`src/rtl/sai_rx_pkg.sv`:
```
`timescale 1ns/1ps
// Shared definitions for the serial audio receiver.
// Assumes two data lanes: lane 0 is the main pin, lane 1 the auxiliary pin.
package sai_rx_pkg;
    typedef enum logic {
        FMT_MUX = 1'b0,
        FMT_SIM = 1'b1
    } fmt_e;

    localparam int LANES     = 2;
    localparam int LANE_MAIN = 0;
    localparam int LANE_AUX  = 1;
endpackage

```
`src/rtl/sai_rx_sync.sv`:
```
`timescale 1ns/1ps
// Multi-stage synchronizer for a vector of asynchronous pins.
// Assumes every bit is a level; all bits get the same latency so that
// pins that change together stay aligned after the synchronizer.
module sai_rx_sync #(
    parameter int W      = 5,
    parameter int STAGES = 2
) (
    input  logic         clk,
    input  logic         rst_n,
    input  logic [W-1:0] d,
    output logic [W-1:0] q
);
    logic [W-1:0] pipe [STAGES];

    // shift the pins through the flop chain
    always_ff @(posedge clk) begin
        if (!rst_n) begin
            for (int i = 0; i < STAGES; i++) pipe[i] <= '0;
        end else begin
            pipe[0] <= d;
            for (int i = 1; i < STAGES; i++) pipe[i] <= pipe[i-1];
        end
    end

    assign q = pipe[STAGES-1];
endmodule

```
`src/rtl/sai_rx_lane.sv`:
```
`timescale 1ns/1ps
// One serial data lane: an MSB-first shift register with a saturating bit count.
// On a boundary tick the new bit starts a fresh word. word_q is the word
// received so far, moved to the top so short words fill with zeros below.
// Assumes tick is a single-cycle pulse per bit-clock rising edge.
module sai_rx_lane #(
    parameter int WORD_W = 16,
    parameter int CNT_W  = 5
) (
    input  logic              clk,
    input  logic              rst_n,
    input  logic              tick,
    input  logic              boundary,
    input  logic              bit_in,
    output logic [WORD_W-1:0] word_q,
    output logic [CNT_W-1:0]  cnt_q
);
    logic [WORD_W-1:0] sr;
    logic [CNT_W-1:0]  shamt;

    // shift in one bit per tick, restarting on a word boundary
    always_ff @(posedge clk) begin
        if (!rst_n) begin
            sr    <= '0;
            cnt_q <= '0;
        end else if (tick) begin
            if (boundary) begin
                sr    <= {{(WORD_W-1){1'b0}}, bit_in};
                cnt_q <= CNT_W'(1);
            end else begin
                sr <= {sr[WORD_W-2:0], bit_in};
                if (cnt_q != CNT_W'(WORD_W)) cnt_q <= cnt_q + CNT_W'(1);
            end
        end
    end

    // move a partial word to the top of the output
    always_comb begin
        shamt  = CNT_W'(WORD_W) - cnt_q;
        word_q = sr << shamt;
    end
endmodule

```
`src/rtl/sai_rx_frame.sv`:
```
`timescale 1ns/1ps
// Frame control: finds word boundaries and decides which completed word is
// left or right. It holds the left word until its partner arrives, loads both
// outputs together, and takes a new format only at frame boundaries.
// Assumes the polarity pin is steady during the last bit of each
// multiplexed word.
module sai_rx_frame
    import sai_rx_pkg::*;
#(
    parameter int WORD_W = 16
) (
    input  logic              clk,
    input  logic              rst_n,
    input  logic              tick,
    input  logic              ws_s,
    input  logic              pol_s,
    input  logic              fmt_pin,
    input  logic [WORD_W-1:0] word_main,
    input  logic [WORD_W-1:0] word_aux,
    output logic              boundary,
    output logic              mode_evt,
    output fmt_e              fmt_act,
    output logic [WORD_W-1:0] left_q,
    output logic [WORD_W-1:0] right_q,
    output logic              valid_q
);
    logic              ws_prev;
    logic              pol_prev;
    logic [WORD_W-1:0] stage_l;
    logic              left_have;
    logic              left_done;
    logic              right_done;
    logic              sim_done;
    logic              pair_go;

    // classify the boundary of the word just completed
    always_comb begin
        boundary   = tick && (ws_s != ws_prev);
        left_done  = boundary && (fmt_act == FMT_MUX) && (ws_prev == pol_prev);
        right_done = boundary && (fmt_act == FMT_MUX) && (ws_prev != pol_prev);
        sim_done   = boundary && (fmt_act == FMT_SIM);
        pair_go    = (right_done && left_have) || sim_done;
        mode_evt   = right_done || sim_done;
    end

    // remember word-select and polarity as seen at the previous bit
    always_ff @(posedge clk) begin
        if (!rst_n) begin
            ws_prev  <= 1'b0;
            pol_prev <= 1'b0;
        end else if (tick) begin
            ws_prev  <= ws_s;
            pol_prev <= pol_s;
        end
    end

    // hold the left word of a multiplexed frame until its partner completes
    always_ff @(posedge clk) begin
        if (!rst_n) begin
            stage_l   <= '0;
            left_have <= 1'b0;
        end else if (left_done) begin
            stage_l   <= word_main;
            left_have <= 1'b1;
        end else if (pair_go) begin
            left_have <= 1'b0;
        end
    end

    // load both outputs together and raise the strobe for one cycle
    always_ff @(posedge clk) begin
        if (!rst_n) begin
            left_q  <= '0;
            right_q <= '0;
            valid_q <= 1'b0;
        end else begin
            valid_q <= pair_go;
            if (pair_go) begin
                left_q  <= (fmt_act == FMT_SIM) ? word_aux : stage_l;
                right_q <= word_main;
            end
        end
    end

    // take the requested format only at a frame boundary
    always_ff @(posedge clk) begin
        if (!rst_n) begin
            fmt_act <= FMT_MUX;
        end else if (mode_evt) begin
            fmt_act <= fmt_pin ? FMT_SIM : FMT_MUX;
        end
    end
endmodule

```
`src/rtl/serial_audio_rx.sv`:
```
`timescale 1ns/1ps
// Dual-format serial audio receiver, top level.
// Synchronizes the link pins, finds bit-clock rising edges, shifts both lanes
// and passes completed words to the frame control.
// Assumes clk samples each bit-clock high and low phase at least twice.
module serial_audio_rx
    import sai_rx_pkg::*;
#(
    parameter int WORD_W      = 16,
    parameter int SYNC_STAGES = 2
) (
    input  logic              clk,
    input  logic              rst_n,
    input  logic              bck,
    input  logic              ws,
    input  logic              sdata,
    input  logic              aux_pin,
    input  logic              fmt_sel,
    output logic [WORD_W-1:0] left_pcm,
    output logic [WORD_W-1:0] right_pcm,
    output logic              pcm_valid
);
    localparam int CNT_W = $clog2(WORD_W + 1);
    localparam int PIN_W = 5;
    localparam int P_BCK = 0;
    localparam int P_WS  = 1;
    localparam int P_MAIN = 2;
    localparam int P_AUX = 3;
    localparam int P_FMT = 4;

    logic [PIN_W-1:0]                  pins_raw;
    logic [PIN_W-1:0]                  pins_s;
    logic                              bck_d;
    logic                              tick;
    logic [LANES-1:0]                  lane_bit;
    logic [LANES-1:0][WORD_W-1:0]      lane_word;
    logic [LANES-1:0][CNT_W-1:0]       lane_cnt;
    logic                              boundary;
    logic                              mode_evt;
    fmt_e                              fmt_act;

    assign pins_raw = {fmt_sel, aux_pin, sdata, ws, bck};

    sai_rx_sync #(.W(PIN_W), .STAGES(SYNC_STAGES)) u_sync (
        .clk   (clk),
        .rst_n (rst_n),
        .d     (pins_raw),
        .q     (pins_s)
    );

    // delayed bit clock for rising-edge detection
    always_ff @(posedge clk) begin
        if (!rst_n) bck_d <= 1'b0;
        else        bck_d <= pins_s[P_BCK];
    end

    assign tick = pins_s[P_BCK] & ~bck_d;
    assign lane_bit[LANE_MAIN] = pins_s[P_MAIN];
    assign lane_bit[LANE_AUX]  = pins_s[P_AUX];

    for (genvar g = 0; g < LANES; g++) begin : g_lane
        sai_rx_lane #(.WORD_W(WORD_W), .CNT_W(CNT_W)) u_lane (
            .clk      (clk),
            .rst_n    (rst_n),
            .tick     (tick),
            .boundary (boundary),
            .bit_in   (lane_bit[g]),
            .word_q   (lane_word[g]),
            .cnt_q    (lane_cnt[g])
        );
    end

    sai_rx_frame #(.WORD_W(WORD_W)) u_frame (
        .clk       (clk),
        .rst_n     (rst_n),
        .tick      (tick),
        .ws_s      (pins_s[P_WS]),
        .pol_s     (pins_s[P_AUX]),
        .fmt_pin   (pins_s[P_FMT]),
        .word_main (lane_word[LANE_MAIN]),
        .word_aux  (lane_word[LANE_AUX]),
        .boundary  (boundary),
        .mode_evt  (mode_evt),
        .fmt_act   (fmt_act),
        .left_q    (left_pcm),
        .right_q   (right_pcm),
        .valid_q   (pcm_valid)
    );
endmodule

```
`config.mk`:
```
export PLATFORM = sky130hd
export DESIGN_NAME = serial_audio_rx
export DESIGN_NICKNAME = d
export VERILOG_FILES = /design/src/rtl/sai_rx_pkg.sv /design/src/rtl/sai_rx_sync.sv /design/src/rtl/sai_rx_lane.sv /design/src/rtl/sai_rx_frame.sv /design/src/rtl/serial_audio_rx.sv
export SDC_FILE = /design/constraint.sdc
export NUM_CORES = 1
export LEC_CHECK = 0
export ABC_AREA = 1
export BUFFER_PORTS_ARGS = -buffer_cell sky130_fd_sc_hd__buf_2
export CORE_ASPECT_RATIO = 1.25
export CORE_UTILIZATION = 55
export DETAILED_ROUTE_END_ITERATION = 10
export HOLD_SLACK_MARGIN = 0.06
export PLACE_DENSITY = 0.82
export RECOVER_POWER = 25
export SYNTH_ARGS = -nofsm -noshare
export SYNTH_HDL_FRONTEND = slang
export SYNTH_SLANG_ARGS = --single-unit
export TNS_END_PERCENT = 100
```
`constraint.sdc`:
```
create_clock -name clk -period 2.11 [get_ports clk]
set_input_delay 0.3165 -clock clk [delete_from_list [all_inputs] [get_ports clk]]
set_output_delay 0.3165 -clock clk [all_outputs]
set_load 0.02 [all_outputs]
```
Word-level counts from Yosys, hierarchy flattened
Memories as Yosys holds them, arrays and structs flattened. Cells that the tools add are included.

Register bits: 96. RAM bits: 10. Input port bits: 7. Output and inout port bits: 33. Logic and storage cells: 57. Memories: 1.

Add/subtract/negate cells: 4. Equal/unequal tests: 5. Shifts and indexed selects: 2. Mux-type cells: 14. Bitwise logic cells: 5. Reduce and logical (&&, ||, !) cells: 13.

Memories: u_sync.pipe (depth 2, bits a word 5, rd ports 2, clocked after memory_dff 0, write ports 2, line sai_rx_sync.sv:14) `logic [W-1:0] pipe [STAGES];`.

Operator list (count): $mux 16 (3); $shl 16x5->16 (2); $mux 5 (6); $add 5x1->5 const B (2); $ne 5x5->1 const B (2); $sub 5x5->5 const A (2); $logic_and 1x1->1 (6); $reduce_bool 2->1 (3); $mux 1 (5); $reduce_and 2->1 (2); $logic_or 1x1->1 (2); $ne 1x1->1 (2); $not 1->1 (2); $or 1x1->1 (2); $and 1x1->1 (1); $eq 1x1->1 (1).

Longest topological paths before layout
Gate-level depths: netlist of the first run.

Depth after elaboration: 9. Gate-level depth with buffers: 16. Mapped depth without buffers: 12.

By module
Synthesis of the first run repeated with hierarchy kept, for this count alone.

Cell total of the unflattened synthesis: 987. Area total of the unflattened synthesis: 6029.5 um^2.

By module, submodules not included: sai_rx_frame (instances 1, cells an instance 388, area each 2441.1 um^2, seq. area each 1061.0 um^2); sai_rx_lane (g_lane[1].u_lane) (instances 1, cells an instance 279, area each 1616.6 um^2, seq. area each 420.4 um^2); sai_rx_lane (g_lane[0].u_lane) (instances 1, cells an instance 279, area each 1610.3 um^2, seq. area each 420.4 um^2); sai_rx_sync (instances 1, cells an instance 36, area each 324.1 um^2, seq. area each 200.2 um^2); serial_audio_rx (instances 1, cells an instance 5, area each 37.5 um^2, seq. area each 20.0 um^2).

Worst setup path before layout of the first run
OpenSTA, ideal clock, no wires.

Path kind: register -> register. Start: register g_lane[1].u_lane.cnt_q[0]. End: register u_frame.left_q[13]. Library setup time: 0.056 ns. Data arrival time: 2.112 ns. Data required time: 2.054 ns. Setup slack: -0.058 ns. Stages on the path, launching flop included: 17. Buffers on the path: 4. Period minus slack after synthesis: 2.168 ns. Cells stage by stage: dfxtp_1 -> buf_4 -> inv_2 -> buf_6 -> buf_4 -> ha_1 -> nand2_1 -> nor2_1 -> ha_1 -> nor2_1 -> inv_1 -> nor2_2 -> buf_4 -> nand3_1 -> nand3_1 -> nand2_1 -> inv_1.

Cells in the longest elaborated chain, start to end: 3.

RTL lines: from (decl) (line sai_rx_lane.sv:16) `output logic [CNT_W-1:0] cnt_q`; from (signal assigned) (line sai_rx_lane.sv:32) `if (cnt_q != CNT_W'(WORD_W)) cnt_q <= cnt_q + CNT_W'(1);`; $sub 5x5->5 (line sai_rx_lane.sv:39) `shamt = CNT_W'(WORD_W) - cnt_q;`; $shl 16x5->16 (line sai_rx_lane.sv:40) `word_q = sr << shamt;`; $mux 16 (line sai_rx_frame.sv:79) `left_q <= (fmt_act == FMT_SIM) ? word_aux : stage_l;`; to (signal assigned) (line sai_rx_frame.sv:79); to (decl) (line sai_rx_frame.sv:23) `output logic [WORD_W-1:0] left_q,`.

No other way between the ends. A chain may end at the register's enable or synchronous reset.

Worst setup path after layout of the first run
Start: register g_lane[0].u_lane.cnt_q[0]. End: register u_frame.stage_l[7].

Cells in the longest elaborated chain, start to end: 2.

RTL lines: from (decl) (line sai_rx_lane.sv:16); from (signal assigned) (line sai_rx_lane.sv:32); $sub 5x5->5 (line sai_rx_lane.sv:39); $shl 16x5->16 (line sai_rx_lane.sv:40); to (signal assigned) (line sai_rx_frame.sv:63) `stage_l <= word_main;`; to (decl) (line sai_rx_frame.sv:29) `logic [WORD_W-1:0] stage_l;`.

No other way between the ends.

==> summary.txt, run 1 <==
Detailed routing
  • Residual DRC count: 0
  • Final ANT Viol Nets: 0
  • Via count: about 5400
  • Final wirelength: between 10 and 15 mm
  • Initial DRC Count: approximately 340
  • WL/cell: about 13 um
  • First-pass DRT Iterations: 5
  • Vias/cell: roughly 5.4

Synthesis
  • Synthesized instance count: 840
  • Post-synthesis register bit count: 105
  • Sequential area share after synthesis: 38.3%
  • Ys Warns: 0
  • Largest cells by area after synthesis: dfxtp_1, nand2_1, nand3_1, inv_1, a21oi_1
  • Post-synth top area cell: dfxtp_1
  • Netlist area before placement: about 5500 um^2
  • Syn nets: about 850
  • Avg Inst Size Synth: 6.54 um^2
  • Synth unique cells: 27
  • Top cell type's share of synthesized area: around two fifths

Floorplan
  • I/O pins: 40
  • Rows: 40
  • Chip height: ~110 um
  • Core footprint: approximately 9700 um^2
  • Initial core utilization: between 50% and 60%
  • Die area: between 10000 and 15000 um^2
  • Die X: slightly above 90 um

Global routing
  • Initial antenna violation count: 0
  • First-pass GRT wire length: 22.1 mm
  • Largest net degree at the start of global routing: 30
  • Vias in the first global route: ~4700
  • GRT Resource Usage Total: 26.6%
  • GR Overflow Total: 0

Clock tree
  • Clk sinks: between 100 and 150
  • Root Buffer: clkbuf_16
  • CTS HTree Levels: 3
  • TritonCTS clock tree: done
  • Clk_lat worst skew: 0.35 ns
  • Clk pin slew, worst setup/hold paths: approximately 0.070 ns
  • Post-CTS Setup Inserts: 0
  • Clock Path Buffers: 2
  • CTS Hold Bufs: 0
  • Cts bufs inserted: 9
  • Post_cts resized: 0

Outcome
  • Status: finished, final reports clean

Worst setup path
  • Internal reg-to-reg setup slack: roughly 0.15 ns
  • WS Path Type: reg -> reg
  • CP endpoint kind: register
  • Crit-path leading delay family: simple AND/OR/NAND/NOR gates
  • Crit path arrival time: between 2 and 2.5 ns
  • Crit path required time: roughly 2.4 ns
  • Startpoint types: register
  • Crit-path slowest cell: dfxtp_1
  • Worst stage delay on the critical path: 0.40 ns
  • WP buf/inv: 2
  • Worst-path fanout max: 17
  • CP cell instances: inv_6 -> ha_1 -> nand2_1 -> nor2_1 -> ha_1 -> nor2_4 -> buf_4 -> nand2_1 -> a21oi_1

STA
  • Fin crit period: between 1.5 and 2 ns
  • Final Skew: roughly 0.011 ns
  • Slew @ Worst Pin: between 0.9 and 1 ns
  • Max Freq: 511 MHz
  • Final Slew Violations: 0
  • Setup tns final: 0 ns
  • Tcrit/Tclk final: roughly 93%
  • Relative slew slack: between 30% and 40%
  • Final hold viol count: 0
  • Setup repair after global routing missed its margin: false
  • Final setup vio count: 0

Power
  • Pwr per Cell Area: roughly 690 nW/um^2
  • Worst VDD drop: approximately 0.46 mV
  • Leakage: about 2.7 nW

Layout
  • Antenna cells: 0
  • Layout area overhead: 9.71%
  • Layout cells sized above 1: under 10%
  • Layout fillers: roughly 930
  • Post-route cell area: roughly 6000 um^2
  • Fin nets: between 800 and 900

Placement
  • Placed cell areas: between 5000 and 6000 um^2
  • HPWL Detailed: 9.52 mm
  • I/O Buffers: 39
  • GPL Wtd Cong: between 0.9 and 1

Job
  • Maxcap violations: 0

Hold path
  • Hold Path Class: in -> reg
## worst min-delay path, stage by stage
cell and delay, ns:
buf_2 0.07, nand2_1 0.04, inv_1 0.04
## power by group
group / switching, mW / leakage, nW / internal (mW)
logic: 0.297 / 1.66 / 0.117
clock network: 0.806 / 0.149 / 0.944
registers: 0.0132 / 0.849 / 2.00
total: 1.12 / 2.65 / 3.06
## cell usage after synthesis
| cell type | n |
|---|---|
| buf_1 | 4 |
| clkbuf_1 | 10 |
| nor2_8 | 1 |
| nor2_1 | 60 |
| a21oi_1 | 57 |
| nor3_1 | 11 |
| ha_1 | 6 |
| o32ai_1 | 13 |
| nand3_1 | 126 |
| clkinv_4 | 1 |
| buf_6 | 2 |
| nand2_2 | 4 |
| nand2_1 | 259 |
| nor2_2 | 2 |
| a21oi_2 | 1 |
| o21ai_0 | 20 |
| nor2_4 | 2 |
| inv_1 | 92 |
| buf_4 | 14 |
| inv_2 | 9 |
| nand3_4 | 3 |
| inv_6 | 1 |
| dfxtp_1 | 105 |
| and3_1 | 2 |
| o22ai_1 | 15 |
| nand4_1 | 5 |
| buf_2 | 15 |
## through the flow
| stage | setup slack, ns | hold WS (ns) | total power [mW] | utilization (%) | std cells |
|---|---|---|---|---|---|
| CTS | 0.0646 | 0.145 | 4.18 | 62.6 | 994 |
| detailed placement | 0.0763 | 0.399 | 2.47 | 59.4 | 978 |
| global route | 0.00530 | 0.166 | 4.33 | 62.4 | 994 |
| finish | 0.155 | 0.148 | 4.18 | 62.4 | 994 |
| floorplan | 0.00613 | 0.390 | 2.37 | - | 840 |
| global placement | 0.130 | 0.395 | 2.47 | 59.4 | 978 |
## cell families after synthesis
family	Yosys count	share of synthesized area, %
flip-flops	105	38.3
buffers and inverters	148	11.9
AND/OR/NAND/NOR	475	37.5
adder cells (fa/ha/maj)	6	1.37
AO/OA/AOI/OAI	106	11.0
## cell type report
type / count / area [um^2] / area share [%]
Multi-Input combinational cell: 587 / 2740 / 45.6
Sequential cell: 105 / 2100 / 34.9
Inverter: 103 / 400 / 6.65
Timing Repair Buffer: 57 / 310 / 5.15
Clock buffer: 9 / 225 / 3.74
Tap cell: 126 / 158 / 2.62
Clock inverter: 7 / 83.8 / 1.39
## registers in the layout, summed over array words and instances (netlist names)
name                 cells
u_frame.valid_q          1
u_frame.ws_prev          1
u_frame.right_q         16
u_frame.left_have        1
u_frame.fmt_act          1
u_frame.left_q          16
bck_d                    1
g_lane.u_lane.cnt_q     10
u_frame.stage_l         16
g_lane.u_lane.sr        32
u_sync.pipe             10
## cell usage in the layout, fill, tap and decap left out, drive strengths merged
| cell | instances |
|---|---|
| nand2 | 263 |
| nand3 | 129 |
| dfxtp | 105 |
| inv | 105 |
| nor2 | 65 |
| a21oi | 58 |
| clkbuf | 33 |
| buf | 33 |
| o21ai | 20 |
| o22ai | 15 |
| o32ai | 13 |
| nor3 | 11 |
| ha | 6 |
| nand4 | 5 |
| clkinv | 2 |
| clkinvlp | 2 |
| and3 | 2 |
| bufinv | 1 |
## path summary, 6_finish.rpt
path                                               start                              end  cells after the start
setup / recovery  g_lane[0].u_lane.cnt_q[0]$_SDFFE_PN0P_  u_frame.stage_l[7]$_SDFFE_PN0P_                      9
hold reg to reg             u_sync.pipe[0][2]$_SDFF_PN0_     u_sync.pipe[0][7]$_SDFF_PN0_                      2
hold / removal                                   fmt_sel     u_sync.pipe[0][4]$_SDFF_PN0_                      3
setup reg to reg  g_lane[0].u_lane.cnt_q[0]$_SDFFE_PN0P_  u_frame.stage_l[7]$_SDFFE_PN0P_                      9
## routing by layer
layer	routed length, um	global-route usage [%]	vias to the layer above
met5	0	0	-
met4	365	10.9	0
met3	546	3.67	26
met2	6450	46.3	142
met1	5850	33.3	2480
li1	-	-	2749
Power figures use the tool's default switching activity.
==> run 2: changes to the inputs <==
--- a/config.mk
+++ b/config.mk
@@ -15,2 +15,3 @@
 export RECOVER_POWER = 25
+export REMOVE_ABC_BUFFERS = 1
 export SYNTH_ARGS = -nofsm -noshare
==> constraint.sdc (replaced) <==
create_clock -name clk -period 2.11 [get_ports clk]
set_input_delay 0.422 -clock clk [delete_from_list [all_inputs] [get_ports clk]]
set_output_delay 0.422 -clock clk [all_outputs]
set_load 0.02 [all_outputs]
==> run 2 against run 1 <==
Net effect:
- sequential share of layout area decreased by 0.32 points
- count of clock-buffer cells in the layout up 1
- hold slack improved by 0.10 ns
- sequential cell count unchanged
- first-iteration DRC count grew 8.6%
- maximum frequency is 2.4% higher
- clock skew up 0.0016 ns
- worst setup slack improved by 0.046 ns
- sequential power about the same
- die area did not move
- core utilization is 0.58 points higher
==> summary.txt, run 2 (same netlist as run 1, synthesis figures left out) <==
Global routing
  • GR Overflow Total: 0
  • Vias in the first global route: between 4000 and 5000
  • Largest net degree at the start of global routing: 31
  • Initial antenna violation count: 0
  • GRT Resource Usage Total: about a quarter
  • First-pass GRT wire length: roughly 22 mm

Detailed routing
  • Met2 wire len: around 6.5 mm
  • DR top layer: met4
  • Final ANT Viol Nets: 0
  • First-pass DRT Iterations: 5
  • Via count: 5439
  • Initial DRC Count: around 370
  • Vias/cell: 5.46
  • Metal1 wirelength: about 5.6 mm
  • WL/cell: 13.1 um
  • Metal3 WL: 630 um
  • Residual DRC count: 0
  • Final wirelength: 13.1 mm

Placement
  • HPWL Detailed: around 9 mm
  • DP Cell Count: ~980
  • I/O Buffers: 39
  • GPL Wtd Cong: approximately 0.9

Layout
  • Non-filler instance count after layout: approximately 1000
  • Layout fillers: 915
  • Antenna cells: 0
  • Most flop-heavy register: g_lane.u_lane.sr
  • Most frequent cells in the layout: nand2_1, nand3_1, dfxtp_1, inv_1, nor2_1
  • Layout area overhead: 10.7%
  • Fin nets: ~900
  • Most common cell after layout, fill and taps aside: nand2_1
  • Layout cells sized above 1: 9.07%
  • Number of flip-flops under the largest register name: 32

Clock tree
  • Clock Path Buffers: 2
  • Clk_lat worst skew: roughly 0.36 ns
  • Post-CTS Setup Inserts: 0
  • Clk sinks: around 110
  • CTS Hold Bufs: 0
  • Post_cts resized: 0
  • CTS HTree Levels: 3
  • Clk pin slew, worst setup/hold paths: ~0.070 ns
  • TritonCTS clock tree: done
  • Cts bufs inserted: 9
  • Root Buffer: clkbuf_16

STA
  • Slew @ Worst Pin: about 0.84 ns
  • Final hold viol count: 0
  • Final Skew: 0.0121 ns
  • Final Slew Violations: 0
  • Tcrit/Tclk final: between 90% and 100%
  • Final setup vio count: 0
  • Setup repair after global routing missed its margin: false
  • Setup tns final: 0 ns
  • Max Freq: ~520 MHz
  • Fin crit period: 1.91 ns
  • Relative slew slack: around 44%

Floorplan
  • Die area: roughly 10000 um^2
  • Core footprint: about 9700 um^2
  • Chip height: approximately 110 um
  • I/O pins: 40
  • Initial core utilization: a little under three fifths
  • Die X: roughly 90 um
  • Rows: 40

Power
  • Pwr per Cell Area: roughly 700 nW/um^2
  • Leakage: around 2.7 nW
  • Worst VDD drop: slightly below 0.4 mV
  • Overall power: about 4.3 mW

Outcome
  • Status: finished, final reports clean

Worst setup path
  • Crit path required time: ~2.4 ns
  • WS Path Type: reg -> reg
  • Crit path arrival time: between 2 and 2.5 ns
  • CP endpoint kind: register
  • Startpoint types: register
  • Worst-path fanout max: 8

Hold path
  • Hold Path Class: in -> reg

Job
  • Maxcap violations: 0
## run 2: critical path, cell delays in order (launching register included)
cell	delay, ns
dfxtp_1	0.39
inv_1	0.06
ha_1	0.19
nand2_1	0.11
nor2_1	0.05
ha_1	0.33
a21oi_2	0.35
nand2_1	0.14
nand3_1	0.14
nand2_1	0.06
inv_1	0.05
## run 2: where the power goes
group / internal [mW] / switching (mW) / total [mW]
Sequential: 2.00 / 0.0132 / 2.02
Clock: 1.09 / 0.789 / 1.88
Combinational: 0.120 / 0.289 / 0.409
## run 2: layout make-up
cell class              count  area, um^2  share of cell area, %
multi-input cells         587        2740                   45.1
clock inverters             6        96.3                   1.58
well taps                 126         158                   2.59
repair buffers             60         347                   5.70
flip-flops and latches    105        2100                   34.6
inverters                 103         397                   6.52
clock buffers              10         239                   3.93
## run 2: worst paths after layout
kind                                          startpoint  cells past startpoint                               end  slack [ns]
setup / recovery  g_lane[0].u_lane.cnt_q[1]$_SDFFE_PN0P_                     10  u_frame.stage_l[10]$_SDFFE_PN0P_        0.20
hold / removal                                   fmt_sel                      3      u_sync.pipe[0][4]$_SDFF_PN0_        0.25
hold reg to reg             u_sync.pipe[0][2]$_SDFF_PN0_                      2      u_sync.pipe[0][7]$_SDFF_PN0_        0.41
setup reg to reg  g_lane[0].u_lane.cnt_q[1]$_SDFFE_PN0P_                     10  u_frame.stage_l[10]$_SDFFE_PN0P_        0.20
## run 2: metal layers
| layer | vias up | GRT usage, % |
|---|---|---|
| met1 | 2479 | 31.1 |
| met2 | 173 | 45.9 |
| met3 | 33 | 5.93 |
| met4 | 0 | 12.9 |
| li1 | 2754 | - |
| met5 | - | 0 |
## run 2: through the flow
stage | hold WS, ns | instance area, um^2 | util [%] | setup slack, ns
after global routing | 0.241 | 6080 | 62.9 | 0.00248
after CTS | 0.245 | 6110 | 63.2 | 0.0672
after global placement | 0.394 | 5770 | 59.7 | 0.158
after detailed placement | 0.396 | 5770 | 59.7 | 0.0760
final | 0.248 | 6080 | 62.9 | 0.201
after floorplan | 0.390 | 5240 | - | -0.218
==> run 3: changes to the inputs <==
PLACE_DENSITY = 0.89   (was 0.82)
==> run 3 against run 2 <==
Net effect:
- sequential power is essentially flat
- cell count rose by 0.10%
- power is 4.0% lower
- worst setup slack got worse by 0.043 ns
- routed wire length shrank 0.76%
- via count about the same
- non-clock buffer count stayed put
- global-route usage hardly changed
- count of clock-buffer cells in the layout shrank 1
- design area shrank 0.64%
- clock power is 9% lower
- critical path depth unchanged
==> summary.txt, run 3 (same netlist as run 1, synthesis figures left out) <==
Clock tree
  • CTS Hold Bufs: 0
  • Clk pin slew, worst setup/hold paths: approximately 0.080 ns
  • Root Buffer: clkbuf_16
  • Cts bufs inserted: 9
  • Clk sinks: 105
  • Clock Path Buffers: 2
  • CTS HTree Levels: 3
  • Clk_lat worst skew: around 0.35 ns
  • TritonCTS clock tree: done

Job
  • Maxcap violations: 0

Floorplan
  • Initial core utilization: between 50% and 60%
  • Core footprint: 9660 um^2
  • Die X: about 91 um
  • Rows: 40
  • Chip height: between 100 and 150 um
  • I/O pins: 40
  • Die area: 10400 um^2

Placement
  • HPWL Detailed: a little over 9 mm
  • Placed cell areas: ~5700 um^2
  • I/O Buffers: 39
  • GPL Wtd Cong: 0.933

Detailed routing
  • Via count: around 5400
  • WL/cell: ~13 um
  • Final ANT Viol Nets: 0
  • First-pass DRT Iterations: 6
  • Vias/cell: between 5 and 6
  • Final wirelength: between 10 and 15 mm
  • Initial DRC Count: between 400 and 500
  • Residual DRC count: 0

Layout
  • Layout cells sized above 1: 9.17%
  • Post-route cell area: around 6000 um^2
  • Most frequent cells in the layout: nand2_1, nand3_1, dfxtp_1, inv_1, nor2_1
  • Layout area overhead: 10.0%
  • Most common cell after layout, fill and taps aside: nand2_1
  • Fin nets: between 800 and 900
  • Most flop-heavy register: g_lane.u_lane.sr
  • Antenna cells: 0
  • Number of flip-flops under the largest register name: 32

STA
  • Fin crit period: approximately 2.0 ns
  • Final Slew Violations: 0
  • Final Skew: approximately 0.0085 ns
  • Setup repair after global routing missed its margin: true
  • Relative slew slack: a little under three fifths
  • Final hold viol count: 0
  • Hold_ws: around 0.25 ns
  • Slew @ Worst Pin: roughly 0.64 ns
  • Tcrit/Tclk final: about 93%
  • Final setup vio count: 0
  • Max Freq: ~510 MHz

Power
  • Net Sw Frac: 28.1%
  • Share of power burned in registers: between 40 and 50%
  • Internal power: approximately 3.0 mW
  • Worst VDD drop: about 0.38 mV
  • Clock Power Share: 41.3%
  • Pwr per Cell Area: around 680 nW/um^2
  • Leakage: 2.69 nW
  • Overall power: approximately 4.1 mW
  • Gate power share: 9.9%
  • Switching pwr: 1.16 mW

Global routing
  • First-pass GRT wire length: between 20 and 25 mm
  • GR Overflow Total: 0
  • GR Util met2: a little under half
  • Met3 track demand over resource: roughly 3.8%
  • Largest net degree at the start of global routing: 46
  • GRT Resource Usage Total: approximately a quarter
  • Initial antenna violation count: 0
  • Met1 usage: 31.2%
  • GR peak layer: met2
  • Vias in the first global route: between 4000 and 5000

Hold path
  • Hold Path Class: in -> reg

Worst setup path
  • Startpoint types: register
  • WS Path Type: reg -> reg
  • Crit path arrival time: between 2 and 2.5 ns
  • Worst-path fanout max: 16
  • Crit path required time: 2.37 ns
  • CP endpoint kind: register

Outcome
  • Status: finished, final reports clean
## run 3: changes by cell type in the layout (fill, tap and decap cells not counted), moves of 2 or more
cell	previous run	this run
buf_12	2	0
buf_4	17	19
bufinv_16	2	0
clkinv_8	0	2
## run 3: critical path, cell delays in order (launching register included)
cell and delay, ns:
dfxtp_1 0.42, inv_1 0.07, ha_1 0.29, inv_1 0.37, nand3_1 0.18, nand3_1 0.12, nand2_1 0.11, nand2_1 0.10
nand3_1 0.09, nand2_1 0.07, inv_1 0.03
## run 3: path summary, 6_finish.rpt
kind                                           end  slack [ns]  cells after the start                                    from
hold reg to reg       u_sync.pipe[0][9]$_SDFF_PN0_        0.41                      2            u_sync.pipe[0][4]$_SDFF_PN0_
setup / recovery  u_frame.stage_l[15]$_SDFFE_PN0P_        0.16                     10  g_lane[0].u_lane.cnt_q[1]$_SDFFE_PN0P_
hold / removal        u_sync.pipe[0][0]$_SDFF_PN0_        0.25                      3                                     bck
setup reg to reg  u_frame.stage_l[15]$_SDFFE_PN0P_        0.16                     10  g_lane[0].u_lane.cnt_q[1]$_SDFFE_PN0P_
## run 3: through the flow
stage	utilization (%)	instances	TNS [ns]	setup WS [ns]
after floorplan	-	795	-4.71	-0.218
after global placement	59.4	980	0	0.176
after detailed placement	59.4	980	0	0.118
after CTS	62.6	996	0	0.0728
after global routing	62.5	998	-0.0185	-0.0185
final	62.5	998	0	0.158
## run 3: area by class of cell
type | count | area, um^2
flip-flops and latches | 105 | 2100
repair buffers | 60 | 322
well taps | 126 | 158
inverters | 103 | 397
clock inverters | 7 | 81.3
fillers | 869 | 3620
clock buffers | 9 | 225
multi-input cells | 588 | 2760
## run 3: what timing repair did
item                       in CTS  in global routing
resized for setup               0                  3
setup endpoints to repair       0                 20
hold endpoints to repair        0                  0
buffers inserted                0                  1
## run 3: layer usage
metal / part of all wire (%) / routed length [um] / up-vias
met5: 0 / 0 / -
met4: 4.3 / 553 / 0
met3: 5.4 / 707 / 49
met2: 49 / 6380 / 198
met1: 41 / 5350 / 2429
li1: - / - / 2758
## run 3: power by group through the flow
| stage | clock network [mW] | logic (mW) | registers, mW |
|---|---|---|---|
| after global routing | 1.80 | 0.459 | 2.02 |
| after detailed placement | 0 | 0.396 | 2.06 |
| after CTS | 1.72 | 0.399 | 2.01 |
| final | 1.71 | 0.409 | 2.01 |
| after global placement | 0 | 0.392 | 2.06 |
| after floorplan | 0 | 0.259 | 2.07 |
